[src/rtl/rsfa_pkg.sv]
package rsfa_pkg;

    // Single-precision operand as seen by the reduced datapath
    typedef struct packed {
        logic        sign;
        logic [7:0]  expo;
        logic [22:0] frac;
    } fp32_t;

    // Significand width including the hidden one
    localparam int MANT_W = 24;

endpackage

[src/rtl/rsfa_screen.sv]
// Operand screening: decides up front whether the reduced datapath can take
// the operation, and produces the alignment distance when it can.
module rsfa_screen
    import rsfa_pkg::*;
#(
    parameter int ALIGN_MAX = 7,
    parameter int EXP_LO    = 100,
    parameter int EXP_HI    = 160
) (
    input  fp32_t                          op_a,
    input  fp32_t                          op_b,
    input  logic                           sub,
    output logic                           flag,
    output logic                           eff_sub,
    output logic [$clog2(ALIGN_MAX+1)-1:0] shamt
);
    localparam int         AW    = $clog2(ALIGN_MAX + 1);
    localparam logic [7:0] LO8   = 8'(EXP_LO);
    localparam logic [7:0] HI8   = 8'(EXP_HI);
    localparam logic [8:0] AMAX9 = 9'(ALIGN_MAX);

    logic       special;
    logic       outside;
    logic       swap_need;
    logic       too_far;
    logic [8:0] diff;

    always_comb begin
        // zero, denormal, infinity, NaN on either side
        special   = (op_a.expo == 8'h00) || (op_a.expo == 8'hFF) ||
                    (op_b.expo == 8'h00) || (op_b.expo == 8'hFF);
        outside   = (op_a.expo < LO8) || (op_a.expo > HI8) ||
                    (op_b.expo < LO8) || (op_b.expo > HI8);
        // no exchange stage: A must not be the smaller magnitude
        swap_need = {op_a.expo, op_a.frac} < {op_b.expo, op_b.frac};
        diff      = {1'b0, op_a.expo} - {1'b0, op_b.expo};
        too_far   = !swap_need && (diff > AMAX9);
        flag      = special || outside || swap_need || too_far;
        eff_sub   = op_a.sign ^ op_b.sign ^ sub;
        shamt     = (swap_need || too_far) ? '0 : diff[AW-1:0];
    end

endmodule

[src/rtl/rsfa_shifter.sv]
// Limited-range shifter built from multiplexer stages; stage k moves the
// word by 2**k places. Only the stages needed to reach MAXSH are generated.
module rsfa_shifter #(
    parameter int W     = 31,
    parameter int MAXSH = 7,
    parameter bit LEFT  = 1'b0
) (
    input  logic [W-1:0]                   din,
    input  logic [$clog2(MAXSH+1)-1:0]     amt,
    output logic [W-1:0]                   dout
);
    localparam int NS = $clog2(MAXSH + 1);

    logic [W-1:0] lvl [NS+1];

    assign lvl[0] = din;

    for (genvar k = 0; k < NS; k++) begin : g_stage
        if (LEFT) begin : g_left
            assign lvl[k+1] = amt[k] ? (lvl[k] << (2**k)) : lvl[k];
        end else begin : g_right
            assign lvl[k+1] = amt[k] ? (lvl[k] >> (2**k)) : lvl[k];
        end
    end

    assign dout = lvl[NS];

endmodule

[src/rtl/rsfa_lzc.sv]
// Leading-zero counter that only looks at the top LIMIT+1 bits; anything
// deeper is reported as over the limit.
module rsfa_lzc #(
    parameter int W     = 31,
    parameter int LIMIT = 3
) (
    input  logic [W-1:0]                din,
    output logic [$clog2(LIMIT+1)-1:0]  cnt,
    output logic                        over
);
    localparam int CW = $clog2(LIMIT + 1);

    always_comb begin
        cnt  = '0;
        over = 1'b1;
        // scan from the deepest allowed bit upward; the last hit is the MSB
        for (int i = LIMIT; i >= 0; i--) begin
            if (din[W-1-i]) begin
                cnt  = CW'(i);
                over = 1'b0;
            end
        end
    end

endmodule

[src/rtl/rsfa_adder.sv]
// Reduced-shift speculative single-precision adder, two register stages.
module rsfa_adder
    import rsfa_pkg::*;
#(
    parameter int ALIGN_MAX = 7,
    parameter int NORM_MAX  = 3,
    parameter int EXP_LO    = 100,
    parameter int EXP_HI    = 160
) (
    input  logic        clk,
    input  logic        rst_n,
    input  logic        in_valid,
    input  logic [31:0] in_a,
    input  logic [31:0] in_b,
    input  logic        in_sub,
    output logic        out_valid,
    output logic [31:0] out_result,
    output logic        out_err
);
    localparam int FW = MANT_W + ALIGN_MAX;      // exact aligned significand
    localparam int SW = FW + 1;                  // plus carry
    localparam int AW = $clog2(ALIGN_MAX + 1);
    localparam int NW = $clog2(NORM_MAX + 1);

    typedef struct packed {
        logic          valid;
        logic          err;
        logic          sign;
        logic [7:0]    expo;
        logic [SW-1:0] sum;
    } align_t;

    typedef struct packed {
        logic        valid;
        logic        err;
        logic [31:0] result;
    } norm_t;

    align_t s1_d, s1_q;
    norm_t  s2_d, s2_q;

    // ---------------- stage 1: screen, align, add ----------------
    fp32_t          a_w, b_w;
    logic           scr_flag;
    logic           eff_sub;
    logic [AW-1:0]  shamt;
    logic [FW-1:0]  mant_a, mant_b, mant_b_al;

    assign a_w = in_a;
    assign b_w = in_b;

    rsfa_screen #(
        .ALIGN_MAX(ALIGN_MAX),
        .EXP_LO   (EXP_LO),
        .EXP_HI   (EXP_HI)
    ) i_screen (
        .op_a   (a_w),
        .op_b   (b_w),
        .sub    (in_sub),
        .flag   (scr_flag),
        .eff_sub(eff_sub),
        .shamt  (shamt)
    );

    // ALIGN_MAX extra low bits keep the aligned operand exact
    assign mant_a = {1'b1, a_w.frac, {ALIGN_MAX{1'b0}}};
    assign mant_b = {1'b1, b_w.frac, {ALIGN_MAX{1'b0}}};

    rsfa_shifter #(
        .W    (FW),
        .MAXSH(ALIGN_MAX),
        .LEFT (1'b0)
    ) i_align (
        .din (mant_b),
        .amt (shamt),
        .dout(mant_b_al)
    );

    always_comb begin
        s1_d       = '0;
        s1_d.valid = in_valid;
        s1_d.err   = scr_flag;
        s1_d.sign  = a_w.sign;
        s1_d.expo  = a_w.expo;
        s1_d.sum   = eff_sub ? ({1'b0, mant_a} - {1'b0, mant_b_al})
                             : ({1'b0, mant_a} + {1'b0, mant_b_al});
    end

    // ---------------- stage 2: normalise, round, range ----------------
    logic [NW-1:0]  lz;
    logic           lz_over;
    logic [FW-1:0]  norm_w;
    logic           carry;
    logic [SW-1:0]  vec;
    logic [23:0]    mant;
    logic           guard, sticky, rnd_up;
    logic [24:0]    mant_r;
    logic [9:0]     exp_r;
    logic           win_bad;

    rsfa_lzc #(
        .W    (FW),
        .LIMIT(NORM_MAX)
    ) i_lzc (
        .din (s1_q.sum[FW-1:0]),
        .cnt (lz),
        .over(lz_over)
    );

    rsfa_shifter #(
        .W    (FW),
        .MAXSH(NORM_MAX),
        .LEFT (1'b1)
    ) i_norm (
        .din (s1_q.sum[FW-1:0]),
        .amt (lz),
        .dout(norm_w)
    );

    always_comb begin
        carry   = s1_q.sum[SW-1];
        vec     = carry ? s1_q.sum : {norm_w, 1'b0};
        mant    = vec[SW-1 -: 24];
        guard   = vec[SW-25];
        sticky  = |vec[SW-26:0];
        rnd_up  = guard & (sticky | mant[0]);
        mant_r  = {1'b0, mant} + 25'(rnd_up);
        exp_r   = {2'b00, s1_q.expo} + 10'(carry) + 10'(mant_r[24])
                  - (carry ? 10'd0 : 10'(lz));
        win_bad = ($signed(exp_r) < $signed(10'(EXP_LO))) ||
                  ($signed(exp_r) > $signed(10'(EXP_HI)));

        s2_d        = '0;
        s2_d.valid  = s1_q.valid;
        s2_d.err    = s1_q.err || (!carry && lz_over) || win_bad;
        s2_d.result = {s1_q.sign, exp_r[7:0],
                       mant_r[24] ? mant_r[23:1] : mant_r[22:0]};
    end

    // ---------------- registers ----------------
    always_ff @(posedge clk or negedge rst_n) begin
        if (!rst_n) begin
            s1_q <= '0;
            s2_q <= '0;
        end else begin
            s1_q <= s1_d;
            s2_q <= s2_d;
        end
    end

    assign out_valid  = s2_q.valid;
    assign out_result = s2_q.result;
    assign out_err    = s2_q.err;

    // ---------------- assertions ----------------
    AST_ACCEPT_EVERY_CYCLE: assert property (@(posedge clk) disable iff (!rst_n)
        in_valid |=> s1_q.valid);

    AST_RESULT_LATENCY: assert property (@(posedge clk) disable iff (!rst_n)
        s1_q.valid |=> out_valid);

    AST_SPECIAL_FLAGGED: assert property (@(posedge clk) disable iff (!rst_n)
        (in_valid && ((in_a[30:23] == 8'h00) || (in_a[30:23] == 8'hFF) ||
                      (in_b[30:23] == 8'h00) || (in_b[30:23] == 8'hFF)))
        |=> s1_q.err);

    AST_NORM_LEADING_ONE: assert property (@(posedge clk) disable iff (!rst_n)
        (s1_q.valid && !s2_d.err) |-> vec[SW-1]);

    AST_EXP_WINDOW: assert property (@(posedge clk) disable iff (!rst_n)
        (out_valid && !out_err) |->
        ((out_result[30:23] >= 8'(EXP_LO)) && (out_result[30:23] <= 8'(EXP_HI))));

endmodule

[config.mk]
export PLATFORM = sky130hd
export DESIGN_NAME = rsfa_adder
export DESIGN_NICKNAME = d
export VERILOG_FILES = /design/src/rtl/rsfa_pkg.sv /design/src/rtl/rsfa_screen.sv /design/src/rtl/rsfa_shifter.sv /design/src/rtl/rsfa_lzc.sv /design/src/rtl/rsfa_adder.sv
export SDC_FILE = /design/constraint.sdc
export NUM_CORES = 1
export LEC_CHECK = 0
export BUFFER_PORTS_ARGS = -buffer_cell sky130_fd_sc_hd__buf_2
export CORE_ASPECT_RATIO = 2
export CORE_MARGIN = 1.5
export CORE_UTILIZATION = 55
export CTS_CLUSTER_DIAMETER = 120
export DETAILED_ROUTE_END_ITERATION = 12
export PLACE_DENSITY = 0.76
export SLEW_MARGIN = 20
export SYNTH_ARGS = -nofsm -noshare
export SYNTH_HDL_FRONTEND = slang
export SYNTH_SLANG_ARGS = --single-unit
[constraint.sdc]
create_clock -name clk -period 5.4 [get_ports clk]
set_input_delay 0.54 -clock clk [delete_from_list [all_inputs] [get_ports clk]]
set_output_delay 0.54 -clock clk [all_outputs]
set_load 0.02 [all_outputs]
==> impl_metrics.tcl, run 1 <==
set metrics [dict create \
    wl_per_cell_microns 20.2 \
    period_needed_ns 5.54 \
    crit_slowest_cell "ha_1" \
    critPathRequiredTime_ns 5.64 \
    grt_pass1_vias 10329 \
    io-pin-count 102 \
    core-area_sq_um 15400 \
    p_sw_w 0.00145 \
    hold_class "primary input to flip-flop" \
    fillers 978 \
    final_common_cell "buf_4" \
    clkPwrFrac 0.170 \
    final_cell_mix "318 x buf_4, 99 x buf_2, 94 x inv_1" \
    vias_per_cell 6.20 \
    start_util 0.566 \
    first_iter_violations 793 \
    dieHeight_microns 181 \
    cp-end-kind "flip-flop" \
    max_freq_ghz 0.180 \
    cp.arrival_ns 5.79 \
    cts_tree "done" \
    maxSlewHeadroom 0.392 \
    vias 10480 \
    gr-total-overflow 0 \
    ir_drop_uv 181 \
    p_comb_frac 0.591 \
    synth_area_sq_um 8710 \
    holdBufCountCts 0 \
    synthCells 1094 \
    finalSetupViolations 10 \
    synth-seq-cells 77 \
    cts_root_buffer "clkbuf_16" \
    synth_edf_count 0 \
    wirelength_microns 34100 \
    cpPeakStageDelay_ns 0.36 \
    period_share 1.03 \
    ys.flop_type "dfrtp_1" \
    grt_max_degree 78 \
    cpMostUsedCell "o21ai_1" \
    grt_pass1_wl_microns 50000 \
    cp-start-kind "primary input" \
    total_power_w 0.00345 \
    p_int_w 0.00200 \
    fin_nets 1649 \
    clkLatencyLatePin_ns 0.33 \
    yosysUniqueCellTypes 84 \
    die_x_microns 92.0 \
    final_hold_viol_count 0 \
    violations "setup timing" \
    path_clk_slew_ns 0.05 \
    gp_congestion 1.04 \
    htree_levels 3 \
    worst_slack_ns -0.142 \
    final_util 0.831 \
    swShare 0.419 \
    power.density_nw_per_um2 270 \
    drive_gt1_frac 0.385 \
    die_area_sq_um 16600 \
    seq_area_frac_synth 0.221 \
    p_leak_nw 6.31 \
    layoutNonFillerInstCount 1690 \
    drtAntennaViolNets 0 \
    place_inst 1636 \
    synthToLayoutAreaGrowth_pct 46.6 \
    critPathMaxFanout 4 \
    final_max_slew_viol_count 0 \
    cp_num_buf_inv 2 \
    synthArstFlopShare 1.00 \
    avgSynthCellArea_sq_um 7.96 \
    multi_input_area_sq_um 6910 \
    skew_ns 0.00351 \
    p_seq_frac 0.239 \
    cts.path.max_buffers 2 \
    tightest_slew_ns 0.913 \
    gr-usage-all-layers 0.383 \
    yosysWarnings 0 \
    n_antenna_cell 0 \
    register_area_sq_um 1930 \
    rsz0062_at_grt "yes" \
    syn_nets 1256 \
    status "finished, violations left" \
    cts_sinks 77 \
    rows 64 \
    drc_errors 0 \
    dp_hpwl_microns 24800 \
    antenna_found_initial 0 \
    numCtsBuffers 9 \
    cap_violations 0 \
    port_buffers 101 \
    critical_path_class "primary input to flip-flop" \
    cp_top_family "compound AO/OA/AOI/OAI gates" \
    dr.pass1.iters 5 \
]
## synthesized netlist by cell type, types with 6 or more instances
library cell,n,share of area
nor2_1,104,0.045
inv_1,100,0.043
nand2_1,92,0.040
ha_1,90,0.13
a21oi_1,80,0.046
dfrtp_1,77,0.22
mux2i_1,70,0.080
o21ai_0,67,0.039
xnor2_1,31,0.031
a21o_1,29,0.025
clkbuf_1,29,0.012
xor2_1,24,0.024
nand3_1,22,0.013
nor3_1,20,0.011
nand2b_1,13,0.0093
nor2b_1,13,0.0093
a221o_1,12,0.014
o31ai_1,12,0.010
or3_1,12,0.0086
o21a_1,11,0.0095
a211oi_1,10,0.0086
a31oi_1,10,0.0072
and2_1,10,0.0072
nor4_1,10,0.0072
buf_2,9,0.0052
nand4_1,9,0.0065
a22oi_1,8,0.0069
a221oi_1,7,0.0070
o21bai_1,7,0.0060
nor3b_1,6,0.0052
## power groups by stage
stage	registers, W	clock network [W]	logic [W]
after CTS	0.000821	0.000590	0.00185
after detailed placement	0.000829	0	0.00179
after global routing	0.000837	0.000616	0.00218
after global placement	0.000822	0	0.00175
after floorplan	0.000946	0	0.000973
final	0.000823	0.000587	0.00204
## worst paths after layout
kind	startpoint	end	slack, ns	depth (start not counted)
worst max-delay path	in_b[10]	s1_q[27]$_DFF_PN0_	-0.14	25
worst min-delay path	in_valid	s1_q[42]$_DFF_PN0_	0.31	1
worst max register to register	s1_q[27]$_DFF_PN0_	out_err$_DFF_PN0_	0.05	24
worst min register to register	s1_q[42]$_DFF_PN0_	out_valid$_DFF_PN0_	0.36	0
max in group asynchronous	rst_n	s1_q[20]$_DFF_PN0_	4.46	1
min in group asynchronous	rst_n	out_result[29]$_DFF_PN0_	0.34	1
## routing by layer
| layer | global-route usage | wire, microns |
|---|---|---|
| met1 | 0.346 | 10600 |
| met2 | 0.722 | 17800 |
| met3 | 0.0362 | 1920 |
| met4 | 0.347 | 3760 |
| met5 | 0 | 0 |
## cell families (layout without fill, tap and decap cells)
group,after synthesis,in the layout,synth area share
and+or+nand+nor,345,346,0.194
AOI/OAI and AO/OA,300,300,0.228
buffers and inverters,146,543,0.0685
adders and majority gates,94,94,0.138
muxes,77,77,0.0947
DFF,77,77,0.221
xor gates and xnor gates,55,55,0.0553
## through the flow
stage | TNS [ns] | area (sq um) | worst slack [ns] | hold WS, ns
finish | -0.689 | 12800 | -0.142 | 0.311
global route | -3.03 | 12800 | -0.330 | 0.308
CTS | 0 | 12200 | 0.0114 | 0.307
detailed placement | -8.26 | 11500 | -0.695 | 0.348
global placement | -5.39 | 11500 | -0.546 | 0.334
floorplan | 0 | 8730 | 0.0153 | 0.244
## state kept, by name, indices dropped and copies added, names as in the netlist
signal,flops
s1_q,42
carry,1
out_valid,1
out_err,1
out_result,32
## worst register-to-register path, cell delays in order, from the launching register on
cell and delay [ns]:
dfrtp_1 0.40, and2b_1 0.19, o21a_4 0.25, mux2i_2 0.18
a221oi_2 0.35, nor2b_4 0.24, ha_4 0.15, nand3_2 0.08
or3_4 0.41, nand2b_4 0.15, inv_2 0.07, and3_4 0.20
nand4_1 0.21, fa_2 0.50, fa_2 0.37, nor2b_1 0.13
o21ai_0 0.09, nand2b_1 0.11, a21o_1 0.13, a21o_1 0.16
xor2_2 0.18, nand2_1 0.08, nor2_2 0.11, mux2i_1 0.09
or3_1 0.40
## what timing repair did
| item | in CTS | in global routing |
|---|---|---|
| cloned | 1 | 0 |
| gates resized for setup | 49 | 109 |
| pin swaps | 18 | 45 |
| buffers inserted | 23 | 15 |
| setup endpoints to repair | 13 | 21 |
## cell type report
cell class	count	area share
clock buffer	12	0.0193
clock inverter	4	0.00372
inverter	100	0.0296
multi-input combinational	872	0.541
sequential	77	0.151
tap	198	0.0194
timing repair buffer	427	0.236
(Power assumes the default switching activity.)
==> run 2: changes to the inputs <==
--- a/config.mk
+++ b/config.mk
@@ -8,10 +8,11 @@
 export BUFFER_PORTS_ARGS = -buffer_cell sky130_fd_sc_hd__buf_2
 export CORE_ASPECT_RATIO = 2
 export CORE_MARGIN = 1.5
-export CORE_UTILIZATION = 55
+export CORE_UTILIZATION = 49
 export CTS_CLUSTER_DIAMETER = 120
 export DETAILED_ROUTE_END_ITERATION = 12
-export PLACE_DENSITY = 0.76
+export PLACE_DENSITY = 0.69
+export RECOVER_POWER = 50
 export SLEW_MARGIN = 20
 export SYNTH_ARGS = -nofsm -noshare
 export SYNTH_HDL_FRONTEND = slang
==> run 2 against run 1 <==
  * The run still ends with setup timing left
  * Largest power group unchanged
  * Worst hold slack better by 0.0044 ns
  * Worst setup slack got worse by 0.067 ns
  * Cell area is 1.9% higher
  * First-iteration DRC count decreased by 24%
  * Clock power up 23%
  * Clock-buffer cell count is 2 lower
  * Die area rose by 12%
  * Critical path depth grew 5
  * Clock skew decreased by 0.00073 ns
  * Sequential power fell by 0.7%
  * Cell count is 0.18% higher
==> impl_metrics.tcl, run 2 (synthesis results as in run 1) <==
set metrics [dict create \
    holdBufCountCts 0 \
    cap_violations 0 \
    cts.path.max_buffers 2 \
    clkLatencyLatePin_ns 0.33 \
    gp_congestion 1.02 \
    crit_slowest_cell "mux2i_4" \
    top_register "s1_q" \
    grt_pass1_wl_microns 46700 \
    max_freq_ghz 0.178 \
    core-area_sq_um 17400 \
    power.density_nw_per_um2 274 \
    p_comb_frac 0.568 \
    synthToLayoutAreaGrowth_pct 49.3 \
    clkPwrFrac 0.203 \
    critical_path_class "primary input to flip-flop" \
    cp.arrival_ns 5.79 \
    total_power_w 0.00356 \
    die_area_sq_um 18600 \
    p_seq_frac 0.229 \
    final_util 0.749 \
    grt_max_degree 78 \
    start_util 0.502 \
    p_sw_w 0.00143 \
    wirelength_microns 33500 \
    rows 68 \
    final_max_slew_viol_count 0 \
    fin_setup_tns_ns -1.33 \
    rsz0062_at_grt "yes" \
    p_leak_nw 6.27 \
    wl_per_cell_microns 19.8 \
    drtAntennaViolNets 0 \
    period_needed_ns 5.61 \
    cts_tree "done" \
    swShare 0.401 \
    status "finished, violations left" \
    drc_errors 0 \
    final_cell_area_sq_um 13000 \
    layoutNonFillerInstCount 1693 \
    vias_per_cell 5.96 \
    period_share 1.04 \
    reg2regPathDepth 24 \
    final_hold_viol_count 0 \
    tightest_slew_ns 0.931 \
    p_int_w 0.00214 \
    cpPeakStageDelay_ns 0.36 \
    final_cell_mix "301 x buf_4, 95 x buf_2, 94 x nor2_1" \
    dr.pass1.iters 7 \
    skew_ns 0.00278 \
    cp-start-kind "primary input" \
    place_inst 1656 \
    cts_root_buffer "clkbuf_16" \
    first_iter_violations 599 \
    hold_class "primary input to asynchronous set/reset pin" \
    drive_gt1_frac 0.396 \
    die_x_microns 97.3 \
    port_buffers 101 \
    cts_sinks 77 \
    grt_pass1_vias 9949 \
    dpl_cell_area_sq_um 11500 \
    cp-end-kind "flip-flop" \
    n_antenna_cell 0 \
    cpMostUsedCell "buf_4" \
    path_clk_slew_ns 0.06 \
    maxSlewHeadroom 0.374 \
    htree_levels 3 \
    violations "setup timing" \
    largest_reg_flops 42 \
    worst_slack_ns -0.209 \
    dieHeight_microns 192 \
    gr-total-overflow 0 \
    critPathRequiredTime_ns 5.58 \
    reg_top3 "s1_q x42, out_result x32" \
    vias 10098 \
    final_common_cell "buf_4" \
    antenna_found_initial 0 \
    fin_nets 1640 \
    critPathMaxFanout 8 \
    finalSetupViolations 11 \
    ff2ff_setup_slack_ns 0.25 \
    numCtsBuffers 9 \
    ir_drop_uv 187 \
    io-pin-count 102 \
    gr-usage-all-layers 0.320 \
    dp_hpwl_microns 25200 \
]
[run 2: worst paths after layout]
check / start / end
min in group clk: in_valid / s1_q[42]$_DFF_PN0_
min: rst_n / out_result[29]$_DFF_PN0_
max reg2reg: s1_q[28]$_DFF_PN0_ / out_err$_DFF_PN0_
min reg2reg: s1_q[40]$_DFF_PN0_ / out_result[31]$_DFF_PN0_
max in group asynchronous: rst_n / out_result[31]$_DFF_PN0_
max: in_a[5] / s1_q[30]$_DFF_PN0_
[run 2: cell type report]
type	count	area, sq um
Fill cell	1315	4350
Tap cell	210	263
Multi-Input combinational cell	871	7080
Timing Repair Buffer	419	2990
Clock inverter	6	135
Sequential cell	77	1930
Inverter	100	380
Clock buffer	10	229
[run 2: what timing repair did]
item,4_1_cts,5_1_grt
cloned,0,0
setup endpoints to repair,15,20
setup buffers,5,16
resized for setup,50,151
pin swaps,9,42
[run 2: layer usage]
metal | vias up | GRT usage | share of wire
met5 | - | 0 | 0
met1 | 4706 | 0.262 | 0.30
met4 | 0 | 0.320 | 0.13
li1 | 4684 | - | -
met3 | 237 | 0.0216 | 0.048
met2 | 471 | 0.640 | 0.52
[run 2: per-stage QoR]
stage / hold slack, ns / worst slack, ns
4_1_cts: 0.308 / 0.00433
2_1_floorplan: 0.244 / 0.0153
6_report: 0.315 / -0.209
3_5_place_dp: 0.336 / -0.782
5_1_grt: 0.315 / -0.450
3_3_place_gp: 0.333 / -0.761
[run 2: power by group through the flow]
stage | clock [W] | combinational, W | sequential, W
3_5_place_dp | 0 | 0.00181 | 0.000822
6_report | 0.000723 | 0.00202 | 0.000817
5_1_grt | 0.000757 | 0.00217 | 0.000833
3_3_place_gp | 0 | 0.00177 | 0.000820
4_1_cts | 0.000731 | 0.00185 | 0.000814
2_1_floorplan | 0 | 0.000973 | 0.000946
[run 2: worst max-delay path: cells and delay by family]
family                   cells  cell delay [ns]
AO/OA/AOI/OAI               13             2.49
buffers and inverters        7             0.97
multiplexers                 3             0.69
adder cells (fa/ha/maj)      2             0.51
AND/OR/NAND/NOR              4             0.46
XOR/XNOR                     1             0.09
